--- src/rtl/blank_clamp_pkg.sv ---
package blank_clamp_pkg;
  localparam int PIX_W = 8;
  localparam int EXT_W = PIX_W + 3;

  // Offset a sample from the measured level onto the target code, then saturate
  function automatic logic [PIX_W-1:0] offset_sample(
    input logic [PIX_W-1:0] s,
    input logic [PIX_W-1:0] lvl,
    input logic [PIX_W-1:0] tgt,
    input logic [PIX_W-1:0] flr
  );
    logic signed [EXT_W-1:0] v;
    logic signed [EXT_W-1:0] lo;
    logic signed [EXT_W-1:0] hi;
    v  = $signed({3'b000, s}) - $signed({3'b000, lvl}) + $signed({3'b000, tgt});
    lo = $signed({3'b000, flr});
    hi = $signed({3'b000, {PIX_W{1'b1}}});
    if (v < lo)      return flr;
    else if (v > hi) return {PIX_W{1'b1}};
    else             return v[PIX_W-1:0];
  endfunction
endpackage

--- src/rtl/blank_meter.sv ---
module blank_meter #(
  parameter int NAVG = 16
) (
  input  logic                               clk,
  input  logic                               rst_n,
  input  logic [blank_clamp_pkg::PIX_W-1:0]  pix_in,
  input  logic                               porch_win,
  output logic [blank_clamp_pkg::PIX_W-1:0]  lvl
);
  import blank_clamp_pkg::*;
  localparam int AW = $clog2(NAVG);
  localparam int SW = PIX_W + AW;
  localparam int CW = AW + 1;
  localparam logic [CW-1:0] CNT_LAST = CW'(NAVG - 1);
  localparam logic [CW-1:0] CNT_FULL = CW'(NAVG);

  logic [CW-1:0] cnt;
  logic [SW-1:0] acc;
  logic [SW-1:0] acc_nxt;
  logic          take;
  logic          done;

  assign take    = porch_win && (cnt < CNT_FULL);
  assign done    = take && (cnt == CNT_LAST);
  assign acc_nxt = acc + {{AW{1'b0}}, pix_in};

  always_ff @(posedge clk or negedge rst_n) begin
    if (!rst_n) begin
      cnt <= '0;
      acc <= '0;
      lvl <= '0;
    end else if (!porch_win) begin
      cnt <= '0;
      acc <= '0;
    end else if (take) begin
      cnt <= cnt + 1'b1;
      if (done) begin
        lvl <= acc_nxt[SW-1:AW];
        acc <= '0;
      end else begin
        acc <= acc_nxt;
      end
    end
  end


  cnt_max_chk: assert property (@(posedge clk) disable iff (!rst_n) cnt <= CNT_FULL);


  lvl_hold_chk: assert property (@(posedge clk) disable iff (!rst_n) !porch_win |=> $stable(lvl));
endmodule

--- src/rtl/blank_offset.sv ---
module blank_offset #(
  parameter logic [blank_clamp_pkg::PIX_W-1:0] TGT_525  = 8'h3C,
  parameter logic [blank_clamp_pkg::PIX_W-1:0] TGT_625  = 8'h40,
  parameter logic [blank_clamp_pkg::PIX_W-1:0] TIP_LIFT = 8'h04,
  parameter int TIP_W = 4
) (
  input  logic                               clk,
  input  logic                               rst_n,
  input  logic [blank_clamp_pkg::PIX_W-1:0]  pix_in,
  input  logic [blank_clamp_pkg::PIX_W-1:0]  lvl,
  input  logic                               fmt_625,
  input  logic                               clamp_on,
  input  logic [TIP_W-1:0]                   tip_set,
  output logic [blank_clamp_pkg::PIX_W-1:0]  pix_out
);
  import blank_clamp_pkg::*;

  logic [PIX_W-1:0] s1_pix, s1_lvl, s1_tgt, s1_flr;
  logic             s1_on;
  logic [PIX_W-1:0] flr_in;
  logic [1:0]       fill;

  assign flr_in = {{(PIX_W-TIP_W){1'b0}}, tip_set} + (fmt_625 ? TIP_LIFT : '0);

  always_ff @(posedge clk or negedge rst_n) begin
    if (!rst_n) begin
      s1_pix  <= '0;
      s1_lvl  <= '0;
      s1_tgt  <= '0;
      s1_flr  <= '0;
      s1_on   <= 1'b0;
      pix_out <= '0;
      fill    <= '0;
    end else begin
      s1_pix  <= pix_in;
      s1_lvl  <= lvl;
      s1_tgt  <= fmt_625 ? TGT_625 : TGT_525;
      s1_flr  <= flr_in;
      s1_on   <= clamp_on;
      pix_out <= s1_on ? offset_sample(s1_pix, s1_lvl, s1_tgt, s1_flr) : s1_pix;
      fill    <= {fill[0], 1'b1};
    end
  end


  bypass_chk: assert property (@(posedge clk) disable iff (!rst_n)
    (fill[1] && !$past(clamp_on, 2)) |-> pix_out == $past(pix_in, 2));


  floor_chk: assert property (@(posedge clk) disable iff (!rst_n)
    (fill[1] && $past(clamp_on, 2)) |-> pix_out >= $past(flr_in, 2));
endmodule

--- src/rtl/blank_level_clamp.sv ---
module blank_level_clamp #(
  parameter int NAVG = 16,
  parameter int TIP_W = 4,
  parameter logic [7:0] TGT_525  = 8'h3C,
  parameter logic [7:0] TGT_625  = 8'h40,
  parameter logic [7:0] TIP_LIFT = 8'h04
) (
  input  logic             clk,
  input  logic             rst_n,
  input  logic [7:0]       pix_in,
  input  logic             porch_win,
  input  logic             fmt_625,
  input  logic             clamp_on,
  input  logic [TIP_W-1:0] tip_set,
  output logic [7:0]       pix_out,
  output logic [7:0]       blank_level
);
  logic [7:0] lvl_w;

  blank_meter #(.NAVG(NAVG)) meter_i (
    .clk(clk), .rst_n(rst_n), .pix_in(pix_in), .porch_win(porch_win), .lvl(lvl_w)
  );

  blank_offset #(
    .TGT_525(TGT_525), .TGT_625(TGT_625), .TIP_LIFT(TIP_LIFT), .TIP_W(TIP_W)
  ) offset_i (
    .clk(clk), .rst_n(rst_n), .pix_in(pix_in), .lvl(lvl_w), .fmt_625(fmt_625),
    .clamp_on(clamp_on), .tip_set(tip_set), .pix_out(pix_out)
  );

  assign blank_level = lvl_w;


  rst_out_chk: assert property (@(posedge clk) $rose(rst_n) |-> (pix_out == 8'h00 && blank_level == 8'h00));
endmodule

--- config.mk ---
export PLATFORM = sky130hd
export DESIGN_NAME = blank_level_clamp
export DESIGN_NICKNAME = d
export VERILOG_FILES = /design/src/rtl/blank_clamp_pkg.sv /design/src/rtl/blank_meter.sv /design/src/rtl/blank_offset.sv /design/src/rtl/blank_level_clamp.sv
export SDC_FILE = /design/constraint.sdc
export NUM_CORES = 1
export LEC_CHECK = 0
export BUFFER_PORTS_ARGS = -buffer_cell sky130_fd_sc_hd__buf_4
export CORE_MARGIN = 8
export CORE_UTILIZATION = 35
export CTS_CLUSTER_DIAMETER = 50
export DETAILED_ROUTE_END_ITERATION = 10
export PLACE_DENSITY = 0.61
export SYNTH_ARGS = -nofsm -noshare
export SYNTH_HDL_FRONTEND = slang
export SYNTH_SLANG_ARGS = --single-unit
export TNS_END_PERCENT = 100
--- constraint.sdc ---
create_clock -name clk -period 3.51 [get_ports clk]
set_input_delay 0.1755 -clock clk [delete_from_list [all_inputs] [get_ports clk]]
set_output_delay 0.1755 -clock clk [all_outputs]
set_load 0.02 [all_outputs]
# Word-level counts from Yosys, hierarchy flattened
# Index checks and enable logic that the tools add are counted.
# Widths: inputs -> output; s select.
[totals]
reg_bits = 66
in_bits = 17
output_inout_bits = 16
word_cells = 32
[classes]
addsub = 5
n_lt_le_gt_ge = 3
eq_ne = 2
mux = 10
n_reduce_logical = 3
[op_table]
columns = ["operator", "n"]
rows = [
  ["$mux 12", 3],
  ["$mux 8", 3],
  ["$add 12x8->12", 1],
  ["$add 11x9->11", 1],
  ["$gt 11x9->1 const B", 1],
  ["$lt 11x9->1", 1],
  ["$mux 5", 2],
  ["$sub 8x8->9", 1],
  ["$add 4x8->8", 1],
  ["$mux 7", 1],
  ["$add 5x1->5 const B", 1],
  ["$eq 5x4->1 const B", 1],
  ["$lt 5x5->1 const B", 1],
  ["$mux 3", 1],
  ["$reduce_and 3->1", 1],
  ["$logic_and 1x1->1", 2],
  ["$ne 2x1->1 const B", 1],
]

# Longest topological paths before layout
# Gate-level depths: netlist (run 1).
[depth]
ltp_word = 6
mapped_depth = 17
ltp_nobuf = 16

# Hierarchy
# From an unflattened synthesis (run 1), not the netlist that was laid out.
[unflattened]
cells_unflattened = 350
hier_area_um2 = 3415.8
[by_module_without_submodules]
columns = ["mod", "n_inst", "cells_each", "area_each_um2", "seq_area_each_um2"]
rows = [
  ["blank_offset", 1, 173, 1846.8, 800.8],
  ["blank_meter", 1, 177, 1569.0, 625.6],
]

# Worst setup path before layout (run 1)
# Ideal clock, no wire load.
[synth_path]
kind = "register -> register"
start = "reg offset_i.s1_lvl[0]"
end = "reg offset_i.pix_out[0] (netlist bit)"
setup_time_ns = 0.099
arrival_time_ns = 3.573
t_required_ns = 3.411
slack_ns = -0.162
stages_incl_launch_ff = 16
path_buffers = 1
synth_period_minus_slack_ns = 3.672
path_cell_list = "dfrtp_1 -> ha_1 -> fa_1 -> xnor2_1 -> ha_1 -> inv_1 -> fa_1 -> inv_1 -> ha_1 -> o21ai_0 -> a21oi_1 -> nor4_1 -> or4b_4 -> buf_6 -> and3_4 -> a311oi_1"
[synth_between]
elab_chain_cells = 6
word_cells_on_any_way = 7
classes_between = "add/sub (2); order compare (2); mux (3)"
[synth_rtl]
columns = ["item", "line_no", "source"]
rows = [
  ["start, declared", "blank_offset.sv:18", "logic [PIX_W-1:0] s1_pix, s1_lvl, s1_tgt, s1_flr;"],
  ["start signal, assigned", "blank_offset.sv:36", "s1_lvl <= lvl;"],
  ["$sub 8x8->9 *", "blank_clamp_pkg.sv:15", "v = $signed({3'b000, s}) - $signed({3'b000, lvl}) + $signed({3'b000, tgt});"],
  ["$add 11x9->11 *", "blank_clamp_pkg.sv:15", ""],
  ["$gt 11x9->1", "blank_clamp_pkg.sv:19", "else if (v > hi) return {PIX_W{1'b1}};"],
  ["$mux 8", "blank_clamp_pkg.sv:19", ""],
  ["$mux 8 *", "blank_clamp_pkg.sv:18", "if (v < lo) return flr;"],
  ["$mux 8 *", "blank_offset.sv:40", "pix_out <= s1_on ? offset_sample(s1_pix, s1_lvl, s1_tgt, s1_flr) : s1_pix;"],
  ["end signal, assigned", "blank_offset.sv:40", ""],
  ["end, declared", "blank_offset.sv:14", "output logic [blank_clamp_pkg::PIX_W-1:0] pix_out"],
]
# Every way passes the cells marked *; elsewhere a longest branch is shown, timed or not.
# A chain may end at the register's enable or synchronous reset.

# Worst setup path after layout (run 1)
# Same ends and word-level chain as after synthesis.

==> results of run 1 <==
[cell usage in the layout (no fill, tap or decap), types with 6 or more instances in the layout]
cell / count
sky130_fd_sc_hd__o21ai_0: 19
sky130_fd_sc_hd__inv_1: 26
sky130_fd_sc_hd__a21oi_1: 16
sky130_fd_sc_hd__xor2_1: 10
sky130_fd_sc_hd__dlygate4sd3_1: 13
sky130_fd_sc_hd__ha_1: 26
sky130_fd_sc_hd__a22oi_1: 6
sky130_fd_sc_hd__xnor2_1: 6
sky130_fd_sc_hd__nand3_1: 6
sky130_fd_sc_hd__nor2_1: 28
sky130_fd_sc_hd__nand2_1: 24
sky130_fd_sc_hd__clkbuf_8: 10
sky130_fd_sc_hd__dfrtp_1: 57
sky130_fd_sc_hd__buf_4: 50
[cell families after synthesis]
group | share of synthesized area [%]
AO/OA/AOI/OAI | 16.2
adder cells (fa/ha/maj) | 13.4
buffers and inverters | 4.98
AND/OR/NAND/NOR | 14.9
flip-flops | 45.0
multiplexers | 0.316
XOR/XNOR | 5.25
[state kept, by name, summed over array words and instances (netlist names)]
signal	cells
meter_i.acc	12
meter_i.cnt	5
meter_i.lvl	8
offset_i.pix_out	8
offset_i.s1_flr	5
offset_i.s1_lvl	8
offset_i.s1_on	1
offset_i.s1_pix	8
offset_i.s1_tgt	2
[layer usage]
layer	vias up	global-route usage [%]
met5	-	0
met4	0	3.56
met3	10	4.82
met2	68	20.3
met1	1203	14.5
li1	1255	-
[report_power, final]
group	leakage, nW	switching, mW	total, mW	internal, mW
registers	0.729	0.0506	0.778	0.727
clock network	0.122	0.265	0.752	0.487
logic	1.08	0.364	0.666	0.302
total	1.93	0.679	2.20	1.52
[worst paths after layout]
path / from / endpoint / slack (ns) / cells after the start
worst max-delay path: offset_i.s1_lvl[0] / offset_i.pix_out[0] / -0.34 / 14
worst min-delay path: tip_set[2] / offset_i.s1_flr[2] / 0.06 / 2
worst max register to register: offset_i.s1_lvl[0] / offset_i.pix_out[0] / -0.34 / 14
worst min register to register: meter_i.lvl[7] / offset_i.s1_lvl[7] / 0.41 / 0
max in group asynchronous: rst_n / offset_i.s1_flr[1] / 2.61 / 2
min in group asynchronous: rst_n / offset_i.pix_out[5] / 0.43 / 2
[worst reg2reg max path, cell delays in order (launching register included)]
cell                       delay, ns
sky130_fd_sc_hd__dfrtp_1        0.38
sky130_fd_sc_hd__ha_2           0.21
sky130_fd_sc_hd__fa_2           0.39
sky130_fd_sc_hd__xnor2_2        0.16
sky130_fd_sc_hd__ha_2           0.21
sky130_fd_sc_hd__inv_2          0.04
sky130_fd_sc_hd__fa_2           0.53
sky130_fd_sc_hd__inv_2          0.05
sky130_fd_sc_hd__ha_4           0.20
sky130_fd_sc_hd__o21ai_2        0.15
sky130_fd_sc_hd__a21oi_2        0.07
sky130_fd_sc_hd__nor4_4         0.33
sky130_fd_sc_hd__or4b_4         0.57
sky130_fd_sc_hd__and3_4         0.23
sky130_fd_sc_hd__a311oi_2       0.25
[cell type report]
type	count	area, um2	area share, %
clock buffers	10	138	3.35
clock inverters	5	104	2.53
inverters	28	105	2.56
multi-input cells	223	1700	41.3
flip-flops and latches	57	1430	34.7
well taps	108	135	3.29
repair buffers	63	505	12.3
[repair_timing]
item	4_1_cts	5_1_grt
pin swaps	1	11
setup buffers	2	2
gates resized for setup	4	15
endpoints found under the hold margin	70	0
hold buffers	13	0
setup endpoints to repair	5	5
[through the flow]
stage,util [%],cell area [um2]
floorplan,-,3170
global placement,41.1,3600
detailed placement,41.1,3600
CTS,45.8,4010
global route,46.9,4110
finish,46.9,4110
==> reports/results.txt, run 1 <==
Post-synthesis sequential element count -> 57
Part of the cycle the worst path needs -> 110%
Share of post-route cells with drive strength above 1 -> 24.4%
Critical path's slowest cell -> sky130_fd_sc_hd__or4b_4
Fin Setup TNS -> -1.42 ns
Synth area leaders -> sky130_fd_sc_hd__dfrtp_1 45%, sky130_fd_sc_hd__ha_1 11%, sky130_fd_sc_hd__nor2_1 3.4%, sky130_fd_sc_hd__inv_1 3.3%, sky130_fd_sc_hd__o21ai_0 3.2%
Violated checks -> negative setup slack
Peak fanout along the critical path -> 7
Overall die area -> 12300 um2
PnR worst setup slack -> -0.341 ns
Area of the core region -> 8760 um2
Setup repair after global routing missed its margin -> true
Number of remaining DRC errors -> 0
Non-filler cells, final -> 494
CP required -> 3.75 ns
Worst slack at placement -> -0.343 ns
Final Total Pwr -> 2.20 mW
Die boundary width -> 111 um
Drt total wl -> 7480 um
Via count of the routed design -> 2536
IO Count -> 33
Cells along the critical path -> ha_2, fa_2, xnor2_2, ha_2, inv_2, fa_2, inv_2, ha_4, o21ai_2, a21oi_2, nor4_4, or4b_4, and3_4, a311oi_2
1st-iter DRT viols -> 60
Leakage dissipation -> 1.93 nW
Largest area contributor in the netlist -> sky130_fd_sc_hd__dfrtp_1
First-pass GRT wire length -> 12700 um
Number of global-route vias before repair -> 2640
Total number of clock tree sinks -> 57
Synth Instances -> 318
Routed via count divided by cell count -> 5.13
HPWL after detailed placement -> 5170 um
Clock Root Buffer -> sky130_fd_sc_hd__clkbuf_8
Share of synthesized flip-flops with an asynchronous set or reset -> 100%
Peak VDD IR -> 292 uV
Post-CTS clock slew at the launch and capture registers of the worst setup and hold paths -> 0.07 ns
Largest net degree at the start of global routing -> 58
Wire per inst -> 15.1 um
Power density cells -> 534 nW/um2
Max-cap viol count -> 0
Max Clk Rate -> 260 MHz
Transition at the pin with the smallest max-transition slack -> 0.706 ns
Maximum clock insertion buffer count -> 2
Global placer's final weighted congestion -> 0.889
Sum of met2 wire segment lengths after detailed routing -> 3730 um
Type of element launching the critical path -> register
Quantity of I/O buffers inserted on ports -> 32
Final Net Count -> 431
Final setup violation count -> 5
Congestion Overflow GR -> 0
Initial cell density of the core -> 36.1%
Kind of critical path -> reg2reg
Library cell with the highest instance count after synthesis -> sky130_fd_sc_hd__dfrtp_1
Data arrival time of the critical path -> 4.09 ns
Minimum clock period after layout -> 3.85 ns
Synth unique cells -> 46
Global-route usage over all layers -> 12.3%
Fraction of synthesized cell area taken by the top area cell type -> 45.0%
Total instance count after detailed placement -> 462
Number of H-tree levels -> 3
Number of synthesized flops with an enable pin -> 0
Met1 Routed Length -> 3240 um
Classification of the worst-slack hold path -> in2reg
Most used standard cells in the synthesized netlist -> 57 x sky130_fd_sc_hd__dfrtp_1, 29 x sky130_fd_sc_hd__ha_1, 29 x sky130_fd_sc_hd__nor2_1
Cts bufs inserted -> 9
Area growth from synthesis to final layout -> 29.8%
Site Rows -> 34
Crit path max-delay family -> adder cells
Final Hold Fails -> 0
Routed length on met3 -> 426 um
Slew margin rel. -> 52.7%
Initial antenna violation count -> 0
Max layer used -> met4
Number of nets in the synthesized netlist -> 367
CTS tree -> built
Yosys Warn Count -> 0
Number of filler instances in the final layout -> 828
Run status -> finished, violations left
Post-synth design cell area -> 3170 um2
Mean cell area of the mapped netlist -> 9.96 um2
Sequential element share of the synthesized area -> 45.0%
Antenna fix cells -> 0
Hold Slack -> 0.0565 ns
Height of the chip -> 111 um
Top flip-flop cell by instance count after synthesis -> sky130_fd_sc_hd__dfrtp_1
Number of buffers and inverters on the critical path -> 2
Critical Path Sink Type -> register
Critical path's largest stage delay -> 0.57 ns
Maximum clock skew at final layout -> 0.00976 ns
Max-slew violation count -> 0
Clk Latency, worst-skew pair -> 0.34 ns
Number of routed nets with antenna violations -> 0
Drt pass-1 iters -> 4
(Power assumes the default switching activity.)
==> run 2: changes to the inputs <==
--- a/config.mk
+++ b/config.mk
@@ -5,7 +5,9 @@
 export SDC_FILE = /design/constraint.sdc
 export NUM_CORES = 1
 export LEC_CHECK = 0
+export ABC_AREA = 1
 export BUFFER_PORTS_ARGS = -buffer_cell sky130_fd_sc_hd__buf_4
+export CAP_MARGIN = 20
 export CORE_MARGIN = 8
 export CORE_UTILIZATION = 35
 export CTS_CLUSTER_DIAMETER = 50
==> reports/results.txt, run 2 <==
Run status -> complete, no violations
Transition at the pin with the smallest max-transition slack -> 0.706 ns
Global-route usage over all layers -> 11.7%
IO Count -> 33
Share of synthesized flip-flops with an asynchronous set or reset -> 100%
First-pass GRT wire length -> 11900 um
Critical Path Sink Type -> register
Max reg flops -> 12
Sequential element share of the synthesized area -> 44.9%
Top flip-flop cell by instance count after synthesis -> sky130_fd_sc_hd__dfrtp_1
Data arrival time of the critical path -> 3.39 ns
Global placer's final weighted congestion -> 0.841
Number of H-tree levels -> 3
Post-synthesis sequential element count -> 57
Kind of critical path -> reg2reg
Number of synthesized flops with an enable pin -> 0
Peak fanout along the critical path -> 6
Routed via count divided by cell count -> 4.70
Final Net Count -> 460
Final Total Pwr -> 2.03 mW
Slew margin rel. -> 52.9%
Max-cap viol count -> 0
Fin Setup TNS -> 0 ns
Library cell with the highest instance count after synthesis -> sky130_fd_sc_hd__nand2_1
Cts bufs inserted -> 9
Max Clk Rate -> 315 MHz
HPWL after detailed placement -> 5270 um
Minimum clock period after layout -> 3.17 ns
Fraction of synthesized cell area taken by the top area cell type -> 44.9%
Congestion Overflow GR -> 0
Number of global-route vias before repair -> 2571
Top register by number of flip-flops -> meter_i.acc
Site Rows -> 34
Post-CTS clock slew at the launch and capture registers of the worst setup and hold paths -> 0.06 ns
Total of cells resized after clock tree synthesis -> 0
Area of the core region -> 8760 um2
Clk Latency, worst-skew pair -> 0.34 ns
Yosys Warn Count -> 0
Synth unique cells -> 33
Worst slack at placement -> 0.329 ns
Via count of the routed design -> 2465
CP required -> 3.73 ns
Total instance count after detailed placement -> 495
1st-iter DRT viols -> 54
Quantity of I/O buffers inserted on ports -> 32
Antenna fix cells -> 0
Overall die area -> 12400 um2
Setup repair after global routing missed its margin -> false
Total number of clock tree sinks -> 57
Peak VDD IR -> 247 uV
CTS tree -> built
Post-synth design cell area -> 3170 um2
Commonest non-fill, non-tap cell in the layout -> sky130_fd_sc_hd__nand2_1
Initial cell density of the core -> 36.2%
Die boundary width -> 111 um
Maximum clock skew at final layout -> 0.00898 ns
Type of element launching the critical path -> register
Number of remaining DRC errors -> 0
Drt total wl -> 6700 um
Part of the cycle the worst path needs -> 90.4%
Most frequent cells in the layout -> 80 x sky130_fd_sc_hd__nand2_1, 57 x sky130_fd_sc_hd__dfrtp_1, 53 x sky130_fd_sc_hd__inv_1
Drt pass-1 iters -> 4
Synth area leaders -> sky130_fd_sc_hd__dfrtp_1 45%, sky130_fd_sc_hd__ha_1 11%, sky130_fd_sc_hd__nand2_1 9.5%, sky130_fd_sc_hd__inv_1 6.3%, sky130_fd_sc_hd__nand3_1 5.2%
Initial antenna violation count -> 0
Max-slew violation count -> 0
Largest area contributor in the netlist -> sky130_fd_sc_hd__dfrtp_1
Clock Root Buffer -> sky130_fd_sc_hd__clkbuf_8
Number of nets in the synthesized netlist -> 408
Share of post-route cells with drive strength above 1 -> 15.4%
Area growth from synthesis to final layout -> 22.3%
Leakage dissipation -> 1.99 nW
Final setup violation count -> 0
Synth Instances -> 359
Non-filler cells, final -> 524
Classification of the worst-slack hold path -> in2reg
Largest net degree at the start of global routing -> 58
Most used standard cells in the synthesized netlist -> 80 x sky130_fd_sc_hd__nand2_1, 57 x sky130_fd_sc_hd__dfrtp_1, 53 x sky130_fd_sc_hd__inv_1
Mean cell area of the mapped netlist -> 8.84 um2
PnR worst setup slack -> 0.338 ns
Number of routed nets with antenna violations -> 0
Power density cells -> 523 nW/um2
Maximum clock insertion buffer count -> 2
Final Hold Fails -> 0
Height of the chip -> 111 um
Wire per inst -> 12.8 um
run 2: through the flow:
stage / area [um2] / utilization (%) / hold slack, ns
2_1_floorplan: 3170 / - / -0.120
3_3_place_gp: 3520 / 40.2 / 0.275
3_5_place_dp: 3520 / 40.2 / 0.281
4_1_cts: 3880 / 44.3 / 0.0399
5_1_grt: 3880 / 44.3 / 0.0387
6_report: 3880 / 44.3 / 0.0570
run 2: power breakdown:
part | leakage, nW | internal, mW | switching (mW)
clock network | 0.113 | 0.421 | 0.268
logic | 1.14 | 0.230 | 0.334
registers | 0.733 | 0.730 | 0.0450
run 2: cell families after synthesis:
kind of cell / Yosys count / synth area share (%)
XOR/XNOR: 13 / 3.59
buffers and inverters: 58 / 7.21
AND/OR/NAND/NOR: 151 / 22.2
AO/OA/AOI/OAI: 48 / 8.71
adder cells (fa/ha/maj): 32 / 13.3
flip-flops: 57 / 44.9
run 2: critical path: stages, from the launching register on:
cell and delay [ns]:
sky130_fd_sc_hd__dfrtp_1 0.37, sky130_fd_sc_hd__ha_1 0.23, sky130_fd_sc_hd__fa_1 0.41, sky130_fd_sc_hd__xnor2_1 0.18
sky130_fd_sc_hd__ha_1 0.22, sky130_fd_sc_hd__inv_1 0.06, sky130_fd_sc_hd__fa_1 0.39, sky130_fd_sc_hd__xnor2_1 0.22
sky130_fd_sc_hd__ha_1 0.26, sky130_fd_sc_hd__a21boi_0 0.13, sky130_fd_sc_hd__nor2_2 0.16, sky130_fd_sc_hd__nand3_4 0.12
sky130_fd_sc_hd__nand2_4 0.11, sky130_fd_sc_hd__nand3_1 0.08, sky130_fd_sc_hd__nand3_1 0.08, sky130_fd_sc_hd__nand2_1 0.05
run 2: path summary, 6_finish.rpt:
path                                         start                  end  slack [ns]  cells after the start
worst max-delay path            offset_i.s1_lvl[0]  offset_i.pix_out[4]        0.34                     15
worst min-delay path                    tip_set[2]   offset_i.s1_flr[2]        0.06                      2
worst max register to register  offset_i.s1_lvl[0]  offset_i.pix_out[4]        0.34                     15
worst min register to register      meter_i.lvl[6]   offset_i.s1_lvl[6]        0.41                      0
max in group asynchronous                    rst_n       meter_i.acc[4]        2.61                      2
min in group asynchronous                    rst_n   offset_i.s1_tgt[5]        0.42                      2
run 2: layer usage:
layer  track usage (%)  vias up  part of all wire [%]
li1                  -     1274                     -
met4              3.64        0                   1.0
met1              13.0     1152                    44
met5                 0        -                     0
met3              4.00        7                   3.9
met2              20.3       32                    51
run 2: layout make-up:
class	count	area (um2)
Fill cell	879	4880
Multi-Input combinational cell	244	1520
Sequential cell	57	1430
Timing Repair Buffer	45	370
Inverter	54	203
Clock buffer	10	138
Tap cell	108	135
Clock inverter	6	90.1
run 2: timing repair:
item,CTS,global route
buffers inserted,0,0
hold endpoints to repair,70,0
hold buffers,13,0
==> run 3: changes to the inputs <==
--- a/config.mk
+++ b/config.mk
@@ -12,6 +12,7 @@
 export CORE_UTILIZATION = 35
 export CTS_CLUSTER_DIAMETER = 50
 export DETAILED_ROUTE_END_ITERATION = 10
+export HOLD_SLACK_MARGIN = 0.08
 export PLACE_DENSITY = 0.61
 export SYNTH_ARGS = -nofsm -noshare
 export SYNTH_HDL_FRONTEND = slang
==> constraint.sdc (replaced) <==
create_clock -name clk -period 2.6 [get_ports clk]
set_input_delay 0.13 -clock clk [delete_from_list [all_inputs] [get_ports clk]]
set_output_delay 0.13 -clock clk [all_outputs]
set_load 0.02 [all_outputs]
==> reports/results.txt, run 3 (synthesis results as in run 2) <==
Area growth from synthesis to final layout -> 30.2%
Reg-to-reg slack, setup -> -0.41 ns
Maximum clock skew at final layout -> 0.0133 ns
Logic pwr share -> 30.8%
Clk Latency, worst-skew pair -> 0.34 ns
Type of element launching the critical path -> register
Routed via count divided by cell count -> 4.77
Worst slack at placement -> -0.459 ns
Post-detailed-placement cell area -> 3670 um2
Via count of the routed design -> 2616
Critical Path Sink Type -> register
Transition at the pin with the smallest max-transition slack -> 0.712 ns
Global placer's final weighted congestion -> 0.811
Max-slew violation count -> 0
CTS tree -> built
Max Clk Rate -> 332 MHz
Minimum clock period after layout -> 3.01 ns
Antenna fix cells -> 0
Commonest non-fill, non-tap cell in the layout -> sky130_fd_sc_hd__nand2_1
Cts bufs inserted -> 9
Part of the cycle the worst path needs -> 116%
Setup repair after global routing missed its margin -> true
1st-iter DRT viols -> 83
Number of H-tree levels -> 3
Post-CTS clock slew at the launch and capture registers of the worst setup and hold paths -> 0.08 ns
Hold Slack -> 0.387 ns
Number of routed nets with antenna violations -> 0
Overall die area -> 12400 um2
Worst Reg-to-Reg Cells -> 16
Power density cells -> 664 nW/um2
PnR worst setup slack -> -0.414 ns
Max-cap viol count -> 0
Number of remaining DRC errors -> 0
Congestion Overflow GR -> 0
Final Hold Fails -> 0
Max reg flops -> 12
Clock Root Buffer -> sky130_fd_sc_hd__clkbuf_8
Initial cell density of the core -> 36.2%
Kind of critical path -> reg2reg
Part of the total power dissipated in sequential elements -> 38.2%
Drt pass-1 iters -> 4
IO Count -> 33
Launch instance of the worst register-to-register path -> offset_i.s1_lvl[0]
Die boundary width -> 111 um
Clock share of power -> 31.1%
Data arrival time of the critical path -> 3.23 ns
Largest net degree at the start of global routing -> 58
Drt total wl -> 7430 um
Total number of clock tree sinks -> 57
Cell-internal power -> 1.79 mW
Number of global-route vias before repair -> 2795
Area of the core region -> 8760 um2
Classification of the worst-slack hold path -> in2async
Switching part of the total power -> 34.6%
Final Total Pwr -> 2.74 mW
Violated checks -> negative setup slack
Quantity of I/O buffers inserted on ports -> 32
Net load switching power -> 0.951 mW
Endpoint of the worst register-to-register path -> offset_i.pix_out[4]
Run status -> finished, violations left
Peak fanout along the critical path -> 6
Final design area excluding fillers -> 4130 um2
Wire per inst -> 13.5 um
HPWL after detailed placement -> 5530 um
Slew margin rel. -> 52.5%
Leakage dissipation -> 2.10 nW
Height of the chip -> 111 um
CP required -> 2.82 ns
First-pass GRT wire length -> 12900 um
Fin Setup TNS -> -3.07 ns
Final setup violation count -> 8
Peak VDD IR -> 365 uV
Most frequent cells in the layout -> 79 x sky130_fd_sc_hd__nand2_1, 57 x sky130_fd_sc_hd__dfrtp_1, 54 x sky130_fd_sc_hd__buf_4
Share of post-route cells with drive strength above 1 -> 22.4%
Maximum clock insertion buffer count -> 2
Top register by number of flip-flops -> meter_i.acc
Global-route usage over all layers -> 12.6%
Initial antenna violation count -> 0
Site Rows -> 34
Final Net Count -> 485
run 3: critical path, cell delays in order, from the launching register on:
cell	delay (ns)
sky130_fd_sc_hd__dfrtp_1	0.40
sky130_fd_sc_hd__ha_4	0.17
sky130_fd_sc_hd__fa_2	0.37
sky130_fd_sc_hd__xnor2_2	0.13
sky130_fd_sc_hd__ha_2	0.21
sky130_fd_sc_hd__inv_2	0.04
sky130_fd_sc_hd__fa_2	0.52
sky130_fd_sc_hd__inv_1	0.04
sky130_fd_sc_hd__ha_1	0.26
sky130_fd_sc_hd__nand2_1	0.06
sky130_fd_sc_hd__a21boi_1	0.07
sky130_fd_sc_hd__nor2_2	0.15
sky130_fd_sc_hd__nand3_4	0.12
sky130_fd_sc_hd__nand2_4	0.13
sky130_fd_sc_hd__nand3_1	0.07
sky130_fd_sc_hd__nand3_1	0.08
sky130_fd_sc_hd__nand2_1	0.07
run 3: what timing repair did:
action,in CTS,in global routing
endpoints found under the setup margin,8,8
resized for setup,2,8
pin swaps,2,4
hold buffers,16,0
gates cloned,0,0
hold endpoints to repair,75,0
buffers inserted,2,2
run 3: power groups by stage:
| stage | clock (mW) | combinational, mW | sequential [mW] |
|---|---|---|---|
| after floorplan | 0 | 0.548 | 1.07 |
| after global placement | 0 | 0.776 | 1.06 |
| after detailed placement | 0 | 0.800 | 1.06 |
| after CTS | 0.885 | 0.836 | 1.05 |
| after global routing | 0.928 | 0.959 | 1.06 |
| final | 0.853 | 0.844 | 1.05 |
run 3: final cells by class:
cell class / instances / area, um2
clock buffers: 9 / 124
multi-input cells: 244 / 1600
inverters: 54 / 203
fillers: 848 / 4630
flip-flops and latches: 57 / 1430
clock inverters: 7 / 77.6
repair buffers: 70 / 566
well taps: 108 / 135
run 3: metrics by stage:
| step | util [%] | std cells |
|---|---|---|
| final | 47.1 | 549 |
| after global routing | 47.1 | 549 |
| after CTS | 46.4 | 547 |
| after detailed placement | 41.9 | 513 |
| after global placement | 41.9 | 513 |
| after floorplan | - | 359 |
run 3: worst max-delay path by stage:
stage	from	to	slack, ns
floorplan	offset_i.s1_lvl[0]	offset_i.pix_out[0]	-0.18
global placement	offset_i.s1_lvl[0]	offset_i.pix_out[5]	-0.34
detailed placement	offset_i.s1_lvl[0]	offset_i.pix_out[5]	-0.46
CTS	offset_i.s1_lvl[0]	offset_i.pix_out[4]	-0.42
global route	offset_i.s1_lvl[0]	offset_i.pix_out[4]	-0.61
finish	offset_i.s1_lvl[0]	offset_i.pix_out[4]	-0.41
run 3: metal layers:
metal / part of all wire (%) / GRT usage, % / wire length [um] / vias to the layer above
li1: - / - / - / 1329
met1: 42 / 13.5 / 3100 / 1238
met2: 53 / 22.2 / 3970 / 43
met3: 4.1 / 4.60 / 302 / 6
met4: 0.82 / 3.91 / 61 / 0
met5: 0 / 0 / 0 / -
